===== config.mk =====
export PLATFORM = sky130hd
export DESIGN_NAME = alu16_core
export DESIGN_NICKNAME = d
export VERILOG_FILES = /design/src/rtl/alu16_pkg.sv /design/src/rtl/alu16_addsub.sv /design/src/rtl/alu16_compare.sv /design/src/rtl/alu16_boolean.sv /design/src/rtl/alu16_shifter.sv /design/src/rtl/alu16_core.sv
export SDC_FILE = /design/constraint.sdc
export NUM_CORES = 1
export LEC_CHECK = 0
export ABC_CLOCK_PERIOD_IN_PS = 950
export CORE_MARGIN = 5
export CORE_UTILIZATION = 59
export CTS_CLUSTER_DIAMETER = 50
export DETAILED_ROUTE_END_ITERATION = 8
export DONT_BUFFER_PORTS = 1
export GPL_TIMING_DRIVEN = 1
export PLACE_DENSITY = 0.77
export SLEW_MARGIN = 25
export SYNTH_ARGS = -nofsm -noshare
export SYNTH_HDL_FRONTEND = slang
export SYNTH_SLANG_ARGS = --single-unit
export TNS_END_PERCENT = 30

===== constraint.sdc =====
create_clock -name clk -period 0.95 [get_ports clk]
set_input_delay 0.095 -clock clk [delete_from_list [all_inputs] [get_ports clk]]
set_output_delay 0.095 -clock clk [all_outputs]
set_load 0.03 [all_outputs]

===== src/rtl/alu16_pkg.sv =====
package alu16_pkg;

    typedef enum logic [1:0] {
        UNIT_ARITH = 2'b00,
        UNIT_CMP   = 2'b01,
        UNIT_BOOL  = 2'b10,
        UNIT_SHIFT = 2'b11
    } unit_e;

    typedef enum logic [1:0] {
        CMP_EQ  = 2'b00,
        CMP_LT  = 2'b01,
        CMP_LE  = 2'b10,
        CMP_ULT = 2'b11
    } cmp_e;

    typedef struct packed {
        logic zero;
        logic neg;
        logic ovf;
        logic carry;
    } flags_t;

endpackage


===== src/rtl/alu16_addsub.sv =====
module alu16_addsub
    import alu16_pkg::*;
#(
    parameter int W = 16
) (
    input  logic [W-1:0] a,
    input  logic [W-1:0] b,
    input  logic         sub,
    output logic [W-1:0] sum,
    output flags_t       flags
);
    logic [W:0] carry_chain;

    assign carry_chain[0] = sub;

    // ripple-carry chain, B conditionally inverted per bit
    for (genvar i = 0; i < W; i++) begin : g_bit
        logic b_eff;
        logic p;
        assign b_eff              = b[i] ^ sub;
        assign p                  = a[i] ^ b_eff;
        assign sum[i]             = p ^ carry_chain[i];
        assign carry_chain[i + 1] = (a[i] & b_eff) | (p & carry_chain[i]);
    end

    assign flags.zero  = ~|sum;
    assign flags.neg   = sum[W-1];
    assign flags.ovf   = carry_chain[W] ^ carry_chain[W-1];
    assign flags.carry = carry_chain[W];

endmodule


===== src/rtl/alu16_compare.sv =====
module alu16_compare
    import alu16_pkg::*;
#(
    parameter int W = 16
) (
    input  flags_t       flags,
    input  cmp_e         mode,
    output logic [W-1:0] res
);
    logic lt_signed;
    logic verdict;

    assign lt_signed = flags.neg ^ flags.ovf;

    always_comb begin
        unique case (mode)
            CMP_EQ:  verdict = flags.zero;
            CMP_LT:  verdict = lt_signed;
            CMP_LE:  verdict = flags.zero | lt_signed;
            CMP_ULT: verdict = ~flags.carry;
            default: verdict = 1'b0;
        endcase
    end

    assign res = {{(W-1){1'b0}}, verdict};

endmodule


===== src/rtl/alu16_boolean.sv =====
module alu16_boolean #(
    parameter int W = 16
) (
    input  logic [W-1:0] a,
    input  logic [W-1:0] b,
    input  logic [2:0]   table_code,
    output logic [W-1:0] res
);
    // lookup index {a,b}: 00 -> 0, 01 -> code[1], 10 -> code[0], 11 -> code[2]
    logic [3:0] lut;
    assign lut = {table_code[2], table_code[0], table_code[1], 1'b0};

    for (genvar i = 0; i < W; i++) begin : g_lut
        assign res[i] = lut[{a[i], b[i]}];
    end

endmodule


===== src/rtl/alu16_shifter.sv =====
module alu16_shifter #(
    parameter int W  = 16,
    parameter int SW = $clog2(W)
) (
    input  logic [W-1:0]  a,
    input  logic [SW-1:0] amount,
    input  logic          go_right,
    input  logic          sign_fill,
    output logic [W-1:0]  res
);
    logic [W-1:0]         mirrored_in;
    logic [W-1:0]         mirrored_out;
    logic [SW:0][W-1:0]   stage;
    logic                 fill_bit;

    assign fill_bit = go_right & sign_fill & a[W-1];

    for (genvar i = 0; i < W; i++) begin : g_mirror
        assign mirrored_in[i]  = a[W-1-i];
        assign mirrored_out[i] = stage[SW][W-1-i];
    end

    assign stage[0] = go_right ? mirrored_in : a;

    // left-shift stages by 1, 2, 4, ... each applied or bypassed
    for (genvar k = 0; k < SW; k++) begin : g_stage
        localparam int STEP = 1 << k;
        assign stage[k + 1] = amount[k]
            ? {stage[k][W-1-STEP:0], {STEP{fill_bit}}}
            : stage[k];
    end

    assign res = go_right ? mirrored_out : stage[SW];

endmodule


===== src/rtl/alu16_core.sv =====
module alu16_core
    import alu16_pkg::*;
#(
    parameter int W = 16
) (
    input  logic         clk,
    input  logic         rst_n,
    input  logic [W-1:0] op_a,
    input  logic [W-1:0] op_b,
    input  logic [4:0]   func,
    output logic [W-1:0] result
);
    localparam int SW = $clog2(W);

    typedef struct packed {
        logic [W-1:0] result;
    } state_t;

    state_t state_d, state_q;

    unit_e        unit_sel;
    logic         do_sub;
    logic [W-1:0] sum_w;
    flags_t       flags_w;
    logic [W-1:0] cmp_w;
    logic [W-1:0] bool_w;
    logic [W-1:0] shift_w;

    assign unit_sel = unit_e'(func[4:3]);
    assign do_sub   = func[0] | (unit_sel == UNIT_CMP);

    alu16_addsub #(.W(W)) u_addsub (
        .a     (op_a),
        .b     (op_b),
        .sub   (do_sub),
        .sum   (sum_w),
        .flags (flags_w)
    );

    alu16_compare #(.W(W)) u_compare (
        .flags (flags_w),
        .mode  (cmp_e'(func[2:1])),
        .res   (cmp_w)
    );

    alu16_boolean #(.W(W)) u_boolean (
        .a          (op_a),
        .b          (op_b),
        .table_code (func[2:0]),
        .res        (bool_w)
    );

    alu16_shifter #(.W(W), .SW(SW)) u_shifter (
        .a         (op_a),
        .amount    (op_b[SW-1:0]),
        .go_right  (func[0]),
        .sign_fill (func[1]),
        .res       (shift_w)
    );

    always_comb begin
        state_d = state_q;
        unique case (unit_sel)
            UNIT_ARITH: state_d.result = sum_w;
            UNIT_CMP:   state_d.result = cmp_w;
            UNIT_BOOL:  state_d.result = bool_w;
            UNIT_SHIFT: state_d.result = shift_w;
            default:    state_d.result = '0;
        endcase
    end

    always_ff @(posedge clk or negedge rst_n) begin
        if (!rst_n) state_q <= '0;
        else        state_q <= state_d;
    end

    assign result = state_q.result;

    // checker-side helper: difference plus subtrahend must restore minuend
    logic [W-1:0] restored_a;
    assign restored_a = sum_w + op_b;

    AST_SUB_ROUNDTRIP: assert property (@(posedge clk) disable iff (!rst_n)
        do_sub |-> (restored_a == op_a));

    AST_ULT_CARRY: assert property (@(posedge clk) disable iff (!rst_n)
        do_sub |-> (flags_w.carry == (op_a >= op_b)));

    AST_CMP_ZEXT: assert property (@(posedge clk) disable iff (!rst_n)
        (unit_sel == UNIT_CMP) |=> (result[W-1:1] == '0));

    AST_BOOL_LOW_PAIR: assert property (@(posedge clk) disable iff (!rst_n)
        (unit_sel == UNIT_BOOL) |=> ((result & ~($past(op_a) | $past(op_b))) == '0));

    AST_SHIFT_ZERO_AMT: assert property (@(posedge clk) disable iff (!rst_n)
        (unit_sel == UNIT_SHIFT && op_b[SW-1:0] == '0) |=> (result == $past(op_a)));

endmodule


==> summary.txt <==
Power
  – Power spent charging and discharging nets: 1.42 mW
  – Int Pwr: 2.15 mW
  – Sum of internal, switching and leakage power: 3.57 mW
  – Register share of total power: 28.5%
  – Clock power share: 13.3%
  – Highest ir drop seen on vdd: 0.000664 V
  – Combinational share of power: 58.2%
  – Ratio of total power to cell area: 999 nW/um^2
  – Fraction of power spent switching nets: 39.7%
  – Pleak: 1.43 nW

Floorplan
  – Initial Util: 60.2%
  – Floorplan die width: 81.7 um
  – Floorplan row count: 26
  – Top-level port count: 55
  – Die extent in y: 81.7 um
  – Area inside the core boundary: 5040 sq um
  – Full die area: 6680 sq um

Finish
  – Antenna Cells: 0
  – Non-filler cells in the finished layout: 439
  – Share of post-route cells with drive strength above 1: 30.4%
  – Post-Route Utilization: 70.8%
  – Flip-flop count of the largest register after layout: 16
  – Signed area change from the synthesized netlist to the final layout: 17.6%
  – Net count of the finished layout: 426
  – Cell area after layout: 3570 sq um

Route
  – Total wirelength of the detailed-routed design: 9.95 mm
  – Remaining routing DRC violations: 0
  – Routed vias/inst: 7.11
  – First drt pass iteration count: 5
  – Routed wire length per instance: 22.7 um
  – DR iter-0 viols: 487
  – Routed Antenna Nets: 0
  – Number of vias after detailed routing: 3,121

Timing
  – Final setup viols: 16
  – Slew of the pin with the lowest slew margin: 0.664 ns
  – Minimum period implied by the final worst setup slack: 7.10 ns
  – Final critical-path share of the clock period: 748%
  – Worst slew margin relative to its limit: 55.3%
  – Tightest hold margin: 0.0502 ns
  – Setup slack after layout: -6.15 ns
  – Pins Over Slew Limit: 0
  – Maximum clock frequency: 141 MHz
  – Final-layout setup total negative slack: -49.59 ns
  – RSZ-0062 raised after global routing: yes
  – Hold violation total from the final report: 0

Worst hold path
  – Worst min-delay path class: input port to flip-flop

Place
  – Worst setup timing slack at the placement stage: -6.53 ns
  – Placed Instances: 432
  – PortBufs: 0
  – Placed instance area: 3330 sq um
  – Sum of net half-perimeters after detailed placement: 7.29 mm
  – RePlAce Congestion: 0.961

Synthesis
  – Synthesized area per cell: 8.53 sq um
  – Number of synthesis warnings: 0
  – Count of flip-flops with a built-in enable after synthesis: 0
  – Async set-or-reset flop fraction in the synthesized netlist: 100%
  – Net count after synthesis: 411
  – Fraction of the yosys area taken by sequential cells: 13.2%
  – Most used flip-flop cell after synthesis: dfrtp_1
  – #FFs+latches synth: 16
  – Post-Syn Instances: 356
  – Count of unique library cells instantiated by Yosys: 62
  – Post-synthesis cell area: 3040 sq um

Critical path
  – Endpoint type of the worst setup path: flip-flop
  – Kind of start point of the critical path: input port
  – Critical path required time: 1.10 ns
  – Top cell by count, worst path: fa_2
  – Critical path's slowest cell: fa_1
  – Critical path class: input port to flip-flop
  – Critical path data arrival time: 7.25 ns
  – Critical path fanouts, max: 19
  – Largest stage delay on the critical path: 0.42 ns

Global route
  – GRT Util Overall: 30.7%
  – Initial antenna violation count: 0
  – Via count of the first global-routing pass: 2,960
  – Total gr overflow: 0
  – Wire length of the first global-routing pass: 15.7 mm
  – Largest net degree at the start of global routing: 64

CTS
  – Number of clock sinks: 16
  – TritonCTS clock tree: yes
  – Clock H-tree levels: 1
  – CTS max path bufs: 2
  – Cts bufs inserted: 3
  – Root Buffer Master: clkbuf_8
  – Clk slew on worst S/H paths: 0.05 ns

Outcome
  – Status: complete, but fails checks
  – Violated checks: setup timing

Job
  – Number of max-cap violations: 0
-- path summary, 6_finish.rpt --
kind                         start  slack [ns]    endpoint  cells after the start
worst max-delay path       func[4]       -6.15   result[0]                     25
worst min-delay path       func[4]        0.05   result[8]                      2
max in group asynchronous    rst_n        0.21   result[1]                      1
min in group asynchronous    rst_n        0.32  result[11]                      1
-- synthesized netlist by cell type (2+ instances only) --
library cell / n / share of area (%)
nor2b_1: 2 / 0.41
o31a_1: 2 / 0.58
mux2_2: 5 / 1.9
o32ai_1: 2 / 0.58
o21ai_0: 12 / 2.0
a2111oi_0: 2 / 0.58
clkbuf_1: 22 / 2.7
nor4_1: 4 / 0.82
mux2i_1: 23 / 7.6
o2bb2ai_1: 2 / 0.58
dfrtp_1: 16 / 13
a221o_1: 2 / 0.66
a31oi_1: 3 / 0.62
nand2_1: 26 / 3.2
o31ai_1: 7 / 1.7
buf_2: 11 / 1.8
nand3_1: 8 / 1.3
o2111a_1: 2 / 0.74
nand4_1: 3 / 0.62
a211oi_1: 10 / 2.5
fa_1: 16 / 11
a221oi_1: 2 / 0.58
a311oi_1: 2 / 0.58
mux4_2: 16 / 12
a211o_1: 5 / 1.4
and3_1: 2 / 0.41
buf_4: 2 / 0.49
a21o_1: 2 / 0.49
xor2_1: 14 / 4.0
nor2_1: 28 / 3.5
xnor2_1: 3 / 0.87
or3_1: 3 / 0.62
o21a_1: 2 / 0.49
o221ai_1: 6 / 1.7
nor3_1: 3 / 0.49
o211ai_1: 5 / 1.2
inv_1: 21 / 2.6
a21oi_1: 36 / 5.9
-- cells by family after synthesis --
logic type / after synthesis / synth area share [%]
AO/OA/AOI/OAI: 116 / 27.3
AND/OR/NAND/NOR: 84 / 12.6
buffers and inverters: 60 / 8.37
multiplexers: 47 / 23.0
XOR/XNOR: 17 / 4.91
adder cells (fa/ha/maj): 16 / 10.6
flip-flops: 16 / 13.2
-- cell usage in the layout, fill, tap and decap left out, types with 3 or more instances in the layout --
| cell | synthesis | layout |
|---|---|---|
| a211o_1 | 5 | 5 |
| a211oi_1 | 10 | 10 |
| a21oi_1 | 36 | 36 |
| a31oi_1 | 3 | 3 |
| buf_4 | 2 | 42 |
| buf_6 | 1 | 3 |
| clkbuf_8 | 0 | 3 |
| dfrtp_1 | 16 | 16 |
| fa_2 | 0 | 14 |
| inv_1 | 21 | 19 |
| mux2_2 | 5 | 5 |
| mux2i_1 | 23 | 22 |
| mux4_2 | 16 | 16 |
| nand2_1 | 26 | 24 |
| nand3_1 | 8 | 8 |
| nand4_1 | 3 | 3 |
| nor2_1 | 28 | 28 |
| nor4_1 | 4 | 3 |
| o211ai_1 | 5 | 5 |
| o21ai_0 | 12 | 7 |
| o221ai_2 | 1 | 6 |
| o31ai_1 | 7 | 7 |
| xor2_1 | 14 | 14 |
-- metal layers --
metal  share of wire, %  GRT usage, %  vias up
met5                  0             0        -
met4                3.8          13.0        0
met3                9.7          4.06       41
met2                 47          48.9      211
met1                 40          42.0     1504
li1                   -             -     1365
-- worst max-delay path, delay by kind of cell --
family / cells / cell delay [ns]
buffers and inverters: 2 / 0.10
adders and majority gates: 15 / 5.74
and+or+nand+nor: 3 / 0.65
AOI/OAI and AO/OA: 5 / 0.66
-- what timing repair did --
| item | 4_1_cts | 5_1_grt |
|---|---|---|
| pin swaps | 6 | 3 |
| hold endpoints to repair | 19 | 0 |
| setup buffers | 0 | 3 |
| cloned | 0 | 0 |
| endpoints found under the setup margin | 16 | 16 |
| gates resized for setup | 19 | 18 |
| hold buffers | 2 | 0 |
-- final cells by class --
cell class,instances,area (sq um)
clock buffer,3,41.3
fill,388,1470
inverter,23,116
multi-input combinational,280,2560
sequential,16,400
tap,70,87.6
timing repair buffer,47,369
-- power groups by stage --
stage / combinational (mW) / clock (mW) / sequential [mW]
detailed placement: 1.84 / 0 / 1.03
global placement: 1.79 / 0 / 1.03
CTS: 1.92 / 0.481 / 1.02
global route: 2.23 / 0.507 / 1.03
floorplan: 1.38 / 0 / 1.02
finish: 2.08 / 0.473 / 1.02
Note: power is estimated with default switching activity, not from simulation.
